`config.mk`:
```
export PLATFORM = sky130hd
export DESIGN_NAME = adc_serial_responder
export DESIGN_NICKNAME = d
export VERILOG_FILES = /design/src/rtl/ssr_pkg.sv /design/src/rtl/ssr_edge_sync.sv /design/src/rtl/ssr_conv_timer.sv /design/src/rtl/ssr_out_shifter.sv /design/src/rtl/adc_serial_responder.sv
export SDC_FILE = /design/constraint.sdc
export NUM_CORES = 1
export LEC_CHECK = 0
export ABC_CLOCK_PERIOD_IN_PS = 4300
export BUFFER_PORTS_ARGS = -buffer_cell sky130_fd_sc_hd__buf_2
export CAP_MARGIN = 20
export CORE_UTILIZATION = 61
export DETAILED_ROUTE_END_ITERATION = 12
export GPL_TIMING_DRIVEN = 0
export PLACE_DENSITY = 0.82
export SYNTH_ARGS = -nofsm -noshare
export SYNTH_HDL_FRONTEND = slang
export SYNTH_SLANG_ARGS = --single-unit
```
`constraint.sdc`:
```
create_clock -name clk -period 4.3 [get_ports clk]
set_clock_uncertainty 0.1 [all_clocks]
set_input_delay 0.215 -clock clk [delete_from_list [all_inputs] [get_ports clk]]
set_output_delay 0.215 -clock clk [all_outputs]
set_load 0.02 [all_outputs]
```
`src/rtl/ssr_pkg.sv`:
```
package ssr_pkg;

  // Data line state of the output shifter
  typedef enum logic [1:0] {
    LINE_ARMED  = 2'd0,  // rewound, high impedance, waits for the first rise
    LINE_SINGLE = 2'd1,  // first pass of the word, released at its end
    LINE_DONE   = 2'd2,  // word delivered, high impedance
    LINE_LOOP   = 2'd3   // re-read mode, wraps and stays driven
  } line_state_e;

  function automatic logic is_driving(line_state_e st);
    return (st == LINE_SINGLE) || (st == LINE_LOOP);
  endfunction

endpackage

```
`src/rtl/ssr_edge_sync.sv`:
```
module ssr_edge_sync #(
  parameter int STAGES = 2
) (
  input  logic clk,
  input  logic rst_n,
  input  logic async_i,
  output logic rise_o,
  output logic fall_o
);

  logic [STAGES-1:0] sync_q;
  logic              last_q;
  logic              level;

  always_ff @(posedge clk or negedge rst_n) begin
    if (!rst_n) begin
      sync_q <= '0;
      last_q <= 1'b0;
    end else begin
      sync_q <= {sync_q[STAGES-2:0], async_i};
      last_q <= sync_q[STAGES-1];
    end
  end

  assign level  = sync_q[STAGES-1];
  assign rise_o = level & ~last_q;
  assign fall_o = ~level & last_q;

endmodule

```
`src/rtl/ssr_conv_timer.sv`:
```
module ssr_conv_timer #(
  parameter int RES_BITS    = 14,
  parameter int CONV_CYCLES = 20
) (
  input  logic                clk,
  input  logic                rst_n,
  input  logic                start_i,
  input  logic [RES_BITS-1:0] sample_i,
  output logic                go_o,
  output logic                done_o,
  output logic                busy_o,
  output logic [RES_BITS-1:0] result_o
);

  localparam int CNT_W = (CONV_CYCLES > 1) ? $clog2(CONV_CYCLES) : 1;

  logic [CNT_W-1:0]    left_q;
  logic                busy_q;
  logic [RES_BITS-1:0] held_q;

  function automatic logic [CNT_W-1:0] span_init();
    return CNT_W'(CONV_CYCLES - 1);
  endfunction

  assign go_o   = start_i & ~busy_q;
  assign done_o = busy_q & (left_q == '0);

  always_ff @(posedge clk or negedge rst_n) begin
    if (!rst_n) begin
      busy_q <= 1'b0;
      left_q <= '0;
      held_q <= '0;
    end else if (go_o) begin
      busy_q <= 1'b1;
      left_q <= span_init();
      held_q <= sample_i;
    end else if (done_o) begin
      busy_q <= 1'b0;
    end else if (busy_q) begin
      left_q <= left_q - 1'b1;
    end
  end

  assign busy_o   = busy_q;
  assign result_o = held_q;

endmodule

```
`src/rtl/ssr_out_shifter.sv`:
```
module ssr_out_shifter
  import ssr_pkg::*;
#(
  parameter int RES_BITS   = 14,
  parameter int LEAD_ZEROS = 2
) (
  input  logic                clk,
  input  logic                rst_n,
  input  logic                rewind_i,
  input  logic                load_i,
  input  logic [RES_BITS-1:0] result_i,
  input  logic                rise_i,
  input  logic                fall_i,
  output logic                sdo_o,
  output logic                oe_o
);

  localparam int WORD_BITS = RES_BITS + LEAD_ZEROS;
  localparam int PTR_W     = $clog2(WORD_BITS);
  localparam int LAST      = WORD_BITS - 1;

  line_state_e          st_q;
  logic [PTR_W-1:0]     ptr_q;
  logic [WORD_BITS-1:0] word_q;

  function automatic logic [WORD_BITS-1:0] frame(logic [RES_BITS-1:0] r);
    return {{LEAD_ZEROS{1'b0}}, r};
  endfunction

  function automatic logic at_end(logic [PTR_W-1:0] p);
    return p == PTR_W'(LAST);
  endfunction

  function automatic logic [PTR_W-1:0] step(logic [PTR_W-1:0] p);
    return at_end(p) ? '0 : p + 1'b1;
  endfunction

  always_ff @(posedge clk or negedge rst_n) begin
    if (!rst_n) word_q <= '0;
    else if (load_i) word_q <= frame(result_i);
  end

  always_ff @(posedge clk or negedge rst_n) begin
    if (!rst_n) begin
      st_q  <= LINE_ARMED;
      ptr_q <= '0;
    end else if (rewind_i) begin
      st_q  <= LINE_ARMED;
      ptr_q <= '0;
    end else if (rise_i) begin
      case (st_q)
        LINE_ARMED: begin st_q <= LINE_SINGLE; ptr_q <= '0; end
        LINE_DONE:  begin st_q <= LINE_LOOP;   ptr_q <= '0; end
        default: ;
      endcase
    end else if (fall_i) begin
      case (st_q)
        LINE_SINGLE: begin
          if (at_end(ptr_q)) st_q <= LINE_DONE;
          else ptr_q <= step(ptr_q);
        end
        LINE_LOOP: ptr_q <= step(ptr_q);
        default: ;
      endcase
    end
  end

  assign oe_o  = is_driving(st_q);
  assign sdo_o = oe_o & word_q[PTR_W'(LAST) - ptr_q];

endmodule

```
`src/rtl/adc_serial_responder.sv`:
```
module adc_serial_responder #(
  parameter int RES_BITS    = 14,
  parameter int LEAD_ZEROS  = 2,
  parameter int CONV_CYCLES = 20,
  parameter int SYNC_STAGES = 2
) (
  input  logic                clk,
  input  logic                rst_n,
  input  logic                conv_start_i,
  input  logic [RES_BITS-1:0] sample_i,
  input  logic                sclk_i,
  output logic                busy_o,
  output logic                sdo_o,
  output logic                sdo_oe_o
);

  logic                conv_go;
  logic                load_evt;
  logic                sclk_rise;
  logic                sclk_fall;
  logic [RES_BITS-1:0] conv_result;

  ssr_edge_sync #(.STAGES(SYNC_STAGES)) u_sync (
    .clk     (clk),
    .rst_n   (rst_n),
    .async_i (sclk_i),
    .rise_o  (sclk_rise),
    .fall_o  (sclk_fall)
  );

  ssr_conv_timer #(.RES_BITS(RES_BITS), .CONV_CYCLES(CONV_CYCLES)) u_timer (
    .clk      (clk),
    .rst_n    (rst_n),
    .start_i  (conv_start_i),
    .sample_i (sample_i),
    .go_o     (conv_go),
    .done_o   (load_evt),
    .busy_o   (busy_o),
    .result_o (conv_result)
  );

  ssr_out_shifter #(.RES_BITS(RES_BITS), .LEAD_ZEROS(LEAD_ZEROS)) u_shift (
    .clk      (clk),
    .rst_n    (rst_n),
    .rewind_i (conv_go),
    .load_i   (load_evt),
    .result_i (conv_result),
    .rise_i   (sclk_rise),
    .fall_i   (sclk_fall),
    .sdo_o    (sdo_o),
    .oe_o     (sdo_oe_o)
  );

endmodule

```
==> results.sh, run 1 <==
export IMPL_status="complete, no violations"
export IMPL_die_w_um=58.1
export IMPL_path_delay_family="multiplexers"
export IMPL_grt_pass1_vias=1363
export IMPL_dp_worst_setup_slack_ns=2.41
export IMPL_die_y_um=58.1
export IMPL_io_pins=21
export IMPL_p_sw_frac=0.345
export IMPL_synth_common_cells="nand2_1 (49), dfrtp_1 (43), mux2_1 (14)"
export IMPL_cts_tree="done"
export IMPL_setup_violations_final=0
export IMPL_syn_avg_cell_area_um2=11.3
export IMPL_yosys_cell_count_top_type="nand2_1"
export IMPL_gp_congestion=0.813
export IMPL_grt_antenna_before_repair=0
export IMPL_ys_seq_area_frac=0.560
export IMPL_fmax_ghz=0.439
export IMPL_cts_buffers=5
export IMPL_gr_usage_all_layers=0.255
export IMPL_r2r_end="u_shift.ptr_q[3]"
export IMPL_rows=20
export IMPL_dp_hpwl_mm=2.52
export IMPL_synth_edf_count=0
export IMPL_report_final_slew_viol_count=0
export IMPL_dpl_cell_area_um2=2080
export IMPL_ant_nets=0
export IMPL_grt_pass1_wl_mm=6.33
export IMPL_worst_ep_arrival_time_ns=1.96
export IMPL_syn_nets=191
export IMPL_synth_top_cell_area_share=0.560
export IMPL_ys_seq_elements=43
export IMPL_grt_max_degree=44
export IMPL_worst_pin_slew_ns=0.910
export IMPL_hold_path_class="reg2reg"
export IMPL_drive_gt1_frac=0.170
export IMPL_max_slew_margin=0.393
export IMPL_vdd_drop_max_v=0.000362
export IMPL_leakagePower_nw=1.14
export IMPL_clkPwrFrac=0.133
export IMPL_dp_cells=234
export IMPL_finalHoldViolations=0
export IMPL_io_buffers=20
export IMPL_fin_cells=256
export IMPL_reg2reg_slack_ns=2.39
export IMPL_worstHoldStart="u_sync.sync_q[0]"
export IMPL_yosysTopAreaCell="dfrtp_1"
export IMPL_rsz0062_at_grt="false"
export IMPL_r2r_cells=4
export IMPL_finalCritPeriodShare=0.530
export IMPL_routedWlPerCell_um=14.3
export IMPL_synth_cell_types=38
export IMPL_period_minus_slack_ns=2.28
export IMPL_grt_overflow_total=0
export IMPL_crit_chain="buf_6 > mux4_2 > a221oi_1 > a211oi_1 > buf_2"
export IMPL_worst_path_max_fanout=7
export IMPL_dieArea_um2=3380
export IMPL_ys_flop_type="dfrtp_1"
export IMPL_min_path_cells=0
export IMPL_design_area_um2=2280
export IMPL_start_kind="flip-flop"
export IMPL_min_to="u_sync.sync_q[1]"
export IMPL_fillers=220
export IMPL_endpoint_kind="primary output"
export IMPL_synth_cells=170
export IMPL_cp_data_required_time_ns=3.98
export IMPL_path_class="reg2out"
export IMPL_cts_sinks=43
export IMPL_cp_buffers_inverters=2
export IMPL_final_util=0.752
export IMPL_maxCapViolCount=0
export IMPL_h_tree_depth=2
export IMPL_comb_power_share=0.335
export IMPL_synth_area_leaders="dfrtp_1 (56%), nand2_1 (9.6%), mux2_1 (8.2%)"
export IMPL_core_um2=3030
export IMPL_pwr_share_seq=0.532
export IMPL_diodes=0
export IMPL_first_pass_iters=4
export IMPL_p_int_mw=0.846
export IMPL_r2r_start="u_sync.sync_q[1]"
export IMPL_drc=0
export IMPL_drt_iter0_drc=63
export IMPL_clkSlewWorstSetupHoldPaths_ns=0.10
export IMPL_cp_slowest_stage_delay_ns=0.51
export IMPL_clock_path_buffers=2
export IMPL_switchingPower_mw=0.446
export IMPL_power_density_nw_per_um2=567
export IMPL_initial_core_util=0.635
export IMPL_num_vias=1400
export IMPL_slowest_stage="mux4_2"
export IMPL_syn_area_um2=1920
export IMPL_syn2layout_area_growth_pct=18.6
export IMPL_synth_warning_count=0
export IMPL_via_per_inst=5.47
export IMPL_root_buffer="clkbuf_4"
export IMPL_nets=234
export IMPL_drt_wl_total_mm=3.67
export IMPL_postCtsSetupBuffers=0
export IMPL_tns_ns=0
export IMPL_synthArstFlopShare=1.00
export IMPL_setup_ws_ns=2.02
export IMPL_worstSkewPairLatency_ns=0.35
registers in the layout (all words and copies together) (netlist names):
name              cells
u_sync.sync_q         2
u_sync.last_q         1
u_shift.ptr_q         4
u_shift.word_q       14
u_timer.result_o     14
u_timer.left_q        5
u_timer.busy_o        1
u_shift.st_q          2
cell usage in the layout (no fill, tap or decap), drive strengths merged:
cell type	instances
mux2	15
a21oi	3
dlygate4sd3	16
buf	24
or4b	1
inv	4
nand3	5
nor4	1
nand2b	2
clkbuf	10
o21ai	2
nor3b	1
or3	2
a21boi	1
a221oi	1
a31o	1
o211ai	1
nor2	2
nand2	49
nand3b	1
or3b	2
mux2i	5
a31oi	2
and4b	1
dfrtp	43
mux4	3
nor2b	2
and3	3
dlygate4sd1	1
nand4bb	1
nand4b	2
nor3	1
ha	3
a211oi	1
layout make-up:
class	count	area [um2]	area share
Buffer	9	52.6	0.0231
Clock buffer	6	41.3	0.0181
Inverter	4	15.0	0.00659
Multi-Input combinational cell	114	778	0.342
Sequential cell	43	1080	0.472
Tap cell	44	55.1	0.0242
Timing Repair Buffer	36	260	0.114
worst max path at each step:
stage               cells after the start              start                 to  slack, ns
global route                            5   u_shift.ptr_q[0]              sdo_o       1.94
CTS                                     5   u_shift.ptr_q[0]              sdo_o       2.01
global placement                        5   u_shift.ptr_q[0]              sdo_o       2.43
floorplan                               4   u_shift.ptr_q[0]              sdo_o       2.51
finish                                  5   u_shift.ptr_q[0]              sdo_o       2.02
detailed placement                      6  u_timer.left_q[0]  u_shift.word_q[5]       2.41
power by group through the flow:
stage | logic, mW | clock network, mW | registers [mW]
floorplan | 0.328 | 0 | 0.654
global placement | 0.394 | 0 | 0.679
detailed placement | 0.420 | 0 | 0.693
CTS | 0.434 | 0.179 | 0.684
global route | 0.483 | 0.196 | 0.710
finish | 0.432 | 0.172 | 0.687
worst reg2reg max path, delay by kind of cell, from the launching register on:
family	cells	cell delay, ns
flip-flops	1	0.40
AO/OA/AOI/OAI	1	0.20
adder cells (fa/ha/maj)	1	0.34
AND/OR/NAND/NOR	2	0.80
what timing repair did:
item | CTS | global route
hold buffers | 16 | 0
gates resized for setup | 0 | 0
setup endpoints to repair | 0 | 0
endpoints found under the hold margin | 58 | 0
routing by layer:
metal  part of all wire  wire [um]  global-route usage
met1               0.43       1590               0.323
met3              0.035        128              0.0737
met5                  0          0                   0
met2               0.52       1900               0.430
met4              0.013         46              0.0714
per-stage QoR:
stage                     hold WS, ns  power [mW]
after floorplan                -0.181       0.982
after global placement          0.223        1.07
after detailed placement        0.225        1.11
after CTS                       0.252        1.30
after global routing            0.273        1.39
final                           0.261        1.29
kinds of logic after synthesis:
kind of cell | count (synthesis) | share of synthesized area
mux | 23 | 0.149
simple gates | 76 | 0.196
buf+inv | 13 | 0.0352
compound gates | 12 | 0.0404
flops | 43 | 0.560
fa+ha+maj | 3 | 0.0195
No activity file was read; power rests on OpenSTA's default activity.
==> run 2, diff against run 1 <==
- ABC_CLOCK_PERIOD_IN_PS: 4300 -> 2300
- CORE_UTILIZATION: 61 -> 57
- PLACE_DENSITY: 0.82 -> 0.78
- clock period: 4.3 -> 2.3 ns (I/O delays scaled with it)
==> results.sh, run 2 (synthesis results as in run 1) <==
export IMPL_status="complete, no violations"
export IMPL_start_kind="flip-flop"
export IMPL_worst_pin_slew_ns=0.912
export IMPL_grt_pass1_wl_mm=6.09
export IMPL_grt_overflow_total=0
export IMPL_comb_power_share=0.331
export IMPL_tns_ns=0
export IMPL_root_buffer="clkbuf_4"
export IMPL_setup_violations_final=0
export IMPL_mostFrequentLayoutCells="nand2_1 (49), dfrtp_1 (43), buf_2 (22), dlygate4sd3_1 (16), mux2_1 (14)"
export IMPL_worst_ep_arrival_time_ns=1.96
export IMPL_grt_max_degree=44
export IMPL_maxCapViolCount=0
export IMPL_core_um2=3130
export IMPL_drt_wl_total_mm=3.46
export IMPL_setup_ws_ns=0.129
export IMPL_p_int_mw=1.61
export IMPL_dp_cells=234
export IMPL_worstSkewPairLatency_ns=0.34
export IMPL_clock_path_buffers=2
export IMPL_fillers=227
export IMPL_rsz0062_at_grt="false"
export IMPL_grt_pass1_vias=1457
export IMPL_rows=20
export IMPL_slowest_stage="mux4_2"
export IMPL_cts_resized=0
export IMPL_cts_tree="done"
export IMPL_die_y_um=60.1
export IMPL_nets=234
export IMPL_first_pass_iters=4
export IMPL_diodes=0
export IMPL_p_sw_frac=0.337
export IMPL_gp_congestion=0.820
export IMPL_report_final_slew_viol_count=0
export IMPL_io_pins=21
export IMPL_power_density_nw_per_um2=1060
export IMPL_fmax_ghz=0.461
export IMPL_die_w_um=60.1
export IMPL_regArea_um2=1080
export IMPL_cp_data_required_time_ns=2.09
export IMPL_hold_path_class="in2reg"
export IMPL_period_minus_slack_ns=2.17
export IMPL_via_per_inst=5.31
export IMPL_grt_antenna_before_repair=0
export IMPL_cp_slowest_stage_delay_ns=0.50
export IMPL_num_vias=1364
export IMPL_crit_chain="buf_6 > mux4_2 > a221oi_1 > a211oi_1 > buf_2"
export IMPL_pwr_share_seq=0.522
export IMPL_drc=0
export IMPL_leakagePower_nw=1.15
export IMPL_finalHoldViolations=0
export IMPL_final_util=0.733
export IMPL_cts_sinks=43
export IMPL_path_class="reg2out"
export IMPL_ant_nets=0
export IMPL_fin_cells=257
export IMPL_finalCritPeriodShare=0.944
export IMPL_cts_hold_buf=16
export IMPL_gr_usage_all_layers=0.238
export IMPL_h_tree_depth=2
export IMPL_dp_worst_setup_slack_ns=0.436
export IMPL_multi_input_area_um2=778
export IMPL_drt_iter0_drc=61
export IMPL_worst_path_max_fanout=7
export IMPL_dieArea_um2=3610
export IMPL_endpoint_kind="primary output"
export IMPL_max_slew_margin=0.392
export IMPL_clkPwrFrac=0.147
export IMPL_final_common_cell="nand2_1"
export IMPL_syn2layout_area_growth_pct=19.3
export IMPL_initial_core_util=0.614
export IMPL_vdd_drop_max_v=0.000580
export IMPL_io_buffers=20
export IMPL_clkSlewWorstSetupHoldPaths_ns=0.11
export IMPL_switchingPower_mw=0.819
export IMPL_drive_gt1_frac=0.178
export IMPL_dp_hpwl_mm=2.34
export IMPL_postCtsSetupBuffers=0
export IMPL_cts_buffers=5
export IMPL_routedWlPerCell_um=13.5
## run 2: final timing paths
| kind | depth (start not counted) | slack [ns] | end | startpoint |
|---|---|---|---|---|
| hold reg to reg | 0 | 0.25 | u_sync.sync_q[1] | u_sync.sync_q[0] |
| min in group asynchronous | 2 | 0.35 | u_timer.result_o[9] | rst_n |
| setup reg to reg | 6 | 0.41 | u_shift.word_q[4] | u_timer.left_q[0] |
| hold / removal | 5 | 0.15 | u_shift.ptr_q[1] | conv_start_i |
| setup / recovery | 5 | 0.13 | sdo_o | u_shift.ptr_q[0] |
| max in group asynchronous | 2 | 1.18 | u_timer.result_o[4] | rst_n |
## run 2: through the flow
stage	hold WS, ns	power [mW]	cell area (um2)
global route	0.201	2.64	2290
floorplan	-0.281	1.84	1920
global placement	0.123	2.01	2080
CTS	0.144	2.45	2290
finish	0.153	2.43	2290
detailed placement	0.128	2.07	2080
## run 2: final cells by class
class                      count  share of cell area
buffer                         9              0.0229
clock buffer                   6              0.0224
clock inverter                 1             0.00218
inverter                       4             0.00655
multi-input combinational    114               0.339
sequential                    43               0.469
tap                           44              0.0240
timing repair buffer          36               0.113
## run 2: power groups by stage
stage | Combinational, mW | Clock (mW) | Sequential (mW)
final | 0.804 | 0.358 | 1.27
after detailed placement | 0.786 | 0 | 1.28
after floorplan | 0.613 | 0 | 1.22
after global placement | 0.738 | 0 | 1.27
after global routing | 0.922 | 0.408 | 1.31
after CTS | 0.811 | 0.378 | 1.26
## run 2: critical path: cells and delay by family (launching register included)
kind                   cells  cell delay, ns
AO/OA/AOI/OAI              2            0.42
flip-flops                 1            0.39
buffers and inverters      2            0.31
multiplexers               1            0.50
## run 2: per-layer routing
layer / GRT usage / share of wire / vias to the layer above / routed length, um
met5: 0 / 0 / - / 0
met2: 0.414 / 0.51 / 30 / 1750
li1: - / - / 663 / -
met3: 0.0671 / 0.031 / 5 / 106
met4: 0.0897 / 0.012 / 0 / 41
met1: 0.278 / 0.45 / 666 / 1560
==> run 3, diff against run 2 <==
- CORE_UTILIZATION: 57 -> 44
- PLACE_DENSITY: 0.78 -> unset
- RECOVER_POWER: unset -> 25
- SYNTH_HIERARCHICAL: unset -> 1
==> results.sh, run 3 <==
export IMPL_design_area_um2=2370
export IMPL_ys_seq_elements=43
export IMPL_clkPwrFrac=0.199
export IMPL_drt_iter0_drc=66
export IMPL_vdd_drop_max_v=0.000639
export IMPL_core_um2=4090
export IMPL_multi_input_area_um2=788
export IMPL_cts_tree="done"
export IMPL_power_density_nw_per_um2=1220
export IMPL_syn_avg_cell_area_um2=13.3
export IMPL_grt_pass1_vias=1249
export IMPL_p_sw_frac=0.312
export IMPL_num_vias=1279
export IMPL_io_buffers=20
export IMPL_synth_cells=145
export IMPL_syn_area_um2=1920
export IMPL_synthArstFlopShare=1.00
export IMPL_drc=0
export IMPL_grt_pass1_wl_mm=5.68
export IMPL_hold_path_class="reg2reg"
export IMPL_grt_max_degree=44
export IMPL_period_minus_slack_ns=2.04
export IMPL_start_kind="flip-flop"
export IMPL_nets=209
export IMPL_syn_nets=165
export IMPL_yosysTopAreaCell="dfrtp_1"
export IMPL_diodes=0
export IMPL_initial_core_util=0.471
export IMPL_cts_buffers=5
export IMPL_synth_top_cell_area_share=0.559
export IMPL_cp_data_required_time_ns=2.38
export IMPL_ant_nets=0
export IMPL_hold_slack_ns=0.268
export IMPL_fillers=341
export IMPL_regArea_um2=1080
export IMPL_gp_congestion=0.802
export IMPL_finalCritPeriodShare=0.888
export IMPL_die_w_um=68.1
export IMPL_first_pass_iters=4
export IMPL_worst_ep_arrival_time_ns=2.12
export IMPL_final_common_cell="dfrtp_1"
export IMPL_routedWlPerCell_um=14.1
export IMPL_maxCapViolCount=0
export IMPL_cts_sinks=43
export IMPL_dpl_cell_area_um2=2090
export IMPL_grt_antenna_before_repair=0
export IMPL_yosys_cell_count_top_type="dfrtp_1"
export IMPL_clock_path_buffers=2
export IMPL_dieArea_um2=4640
export IMPL_rsz0062_at_grt="false"
export IMPL_root_buffer="clkbuf_8"
export IMPL_synth_edf_count=0
export IMPL_endpoint_kind="flip-flop"
export IMPL_comb_power_share=0.343
export IMPL_io_pins=21
export IMPL_worst_pin_slew_ns=1.01
export IMPL_worst_path_max_fanout=10
export IMPL_clkSlewWorstSetupHoldPaths_ns=0.08
export IMPL_tns_ns=0
export IMPL_drt_wl_total_mm=3.38
export IMPL_max_slew_margin=0.326
export IMPL_gr_usage_all_layers=0.172
export IMPL_path_class="reg2reg"
export IMPL_syn2layout_area_growth_pct=23.3
export IMPL_dp_hpwl_mm=2.30
export IMPL_rows=23
export IMPL_die_y_um=68.1
export IMPL_ys_seq_area_frac=0.559
export IMPL_synth_warning_count=6
export IMPL_setup_violations_final=0
export IMPL_grt_overflow_total=0
export IMPL_report_final_slew_viol_count=0
export IMPL_leakagePower_nw=1.05
export IMPL_via_per_inst=5.33
export IMPL_switchingPower_mw=0.899
export IMPL_pwr_share_seq=0.459
export IMPL_synth_cell_types=37
export IMPL_p_int_mw=1.99
export IMPL_mostFrequentLayoutCells="dfrtp_1 (43), mux2_2 (23), buf_2 (18), dlygate4sd3_1 (17), nor2_1 (8)"
export IMPL_fmax_ghz=0.489
export IMPL_synth_area_leaders="dfrtp_1 (56%), mux2_2 (13%), mux2_4 (4.7%)"
export IMPL_status="complete, no violations"
export IMPL_drive_gt1_frac=0.347
export IMPL_worstSkewPairLatency_ns=0.29
export IMPL_finalHoldViolations=0
export IMPL_synth_common_cells="dfrtp_1 (43), mux2_2 (23), nor2_1 (8)"
export IMPL_ys_flop_type="dfrtp_1"
export IMPL_h_tree_depth=2
==> run 3: changes by cell type after synthesis, moves of 2 or more <==
cell / before / now
clkbuf_1: 4 / 2
nor2_1: 1 / 8
o31ai_1: 0 / 2
mux2_2: 1 / 23
o21ai_0: 1 / 7
mux2_4: 0 / 6
or3_1: 2 / 0
nand2_1: 49 / 5
and3_1: 3 / 1
mux2_1: 14 / 0
nand3_1: 5 / 2
==> run 3: power groups by stage <==
stage / Combinational, mW / Clock, mW / Sequential [mW]
after CTS: 0.996 / 0.599 / 1.33
after global placement: 0.926 / 0 / 1.32
after detailed placement: 0.970 / 0 / 1.34
after floorplan: 0.786 / 0 / 1.26
final: 0.988 / 0.574 / 1.32
after global routing: 1.08 / 0.624 / 1.38
==> run 3: cell type report <==
class                           instances  area share
Clock inverter                          3      0.0185
Clock buffer                            5      0.0290
Multi-Input combinational cell         91       0.332
Tap cell                               50      0.0264
Timing Repair Buffer                   37       0.113
Buffer                                  6      0.0195
Inverter                                5     0.00791
Sequential cell                        43       0.454
==> run 3: worst paths after layout <==
check | start | endpoint | slack, ns | depth (start not counted)
max in group asynchronous | rst_n | u_timer/result_o[7] | 1.06 | 2
setup / recovery | u_timer/left_q[0] | u_shift/word_q[9] | 0.26 | 6
hold reg to reg | u_sync/sync_q[0] | u_sync/sync_q[1] | 0.27 | 0
min in group asynchronous | rst_n | u_timer/result_o[13] | 0.42 | 2
hold / removal | u_sync/sync_q[0] | u_sync/sync_q[1] | 0.27 | 0
setup reg to reg | u_timer/left_q[0] | u_shift/word_q[9] | 0.26 | 6
==> run 3: kinds of logic after synthesis <==
kind of cell,synth area share
and+or+nand+nor,0.0936
DFF,0.559
buffers and inverters,0.0338
muxes,0.226
adders and majority gates,0.0130
AOI/OAI and AO/OA,0.0748
==> run 3: routing by layer <==
layer	global-route usage	vias to the layer above	wire length, um
li1	-	610	-
met1	0.214	640	1630
met2	0.283	24	1600
met3	0.0500	5	117
met4	0.0625	0	38
met5	0	-	0
==> run 3: critical path: stages (launching register included) <==
cell and delay, ns:
dfrtp_1 0.42, inv_1 0.07, ha_1 0.19, nand3b_1 0.13, nor3_2 0.32, buf_2 0.33
mux2_2 0.37
==> run 3: per-stage QoR <==
step           total power, mW  std cells   util  worst slack (ns)
2_1_floorplan             2.05        145      -             0.363
3_3_place_gp              2.24        215  0.511             0.148
3_5_place_dp              2.31        215  0.511            0.0454
4_1_cts                   2.92        240  0.580            0.0573
5_1_grt                   3.09        240  0.581             0.155
6_report                  2.89        240  0.581             0.257
==> run 3: what timing repair did <==
action	4_1_cts	5_1_grt
setup buffers	0	0
gates resized for setup	0	1
endpoints found under the hold margin	59	0
hold buffers	17	0
endpoints found under the setup margin	0	10
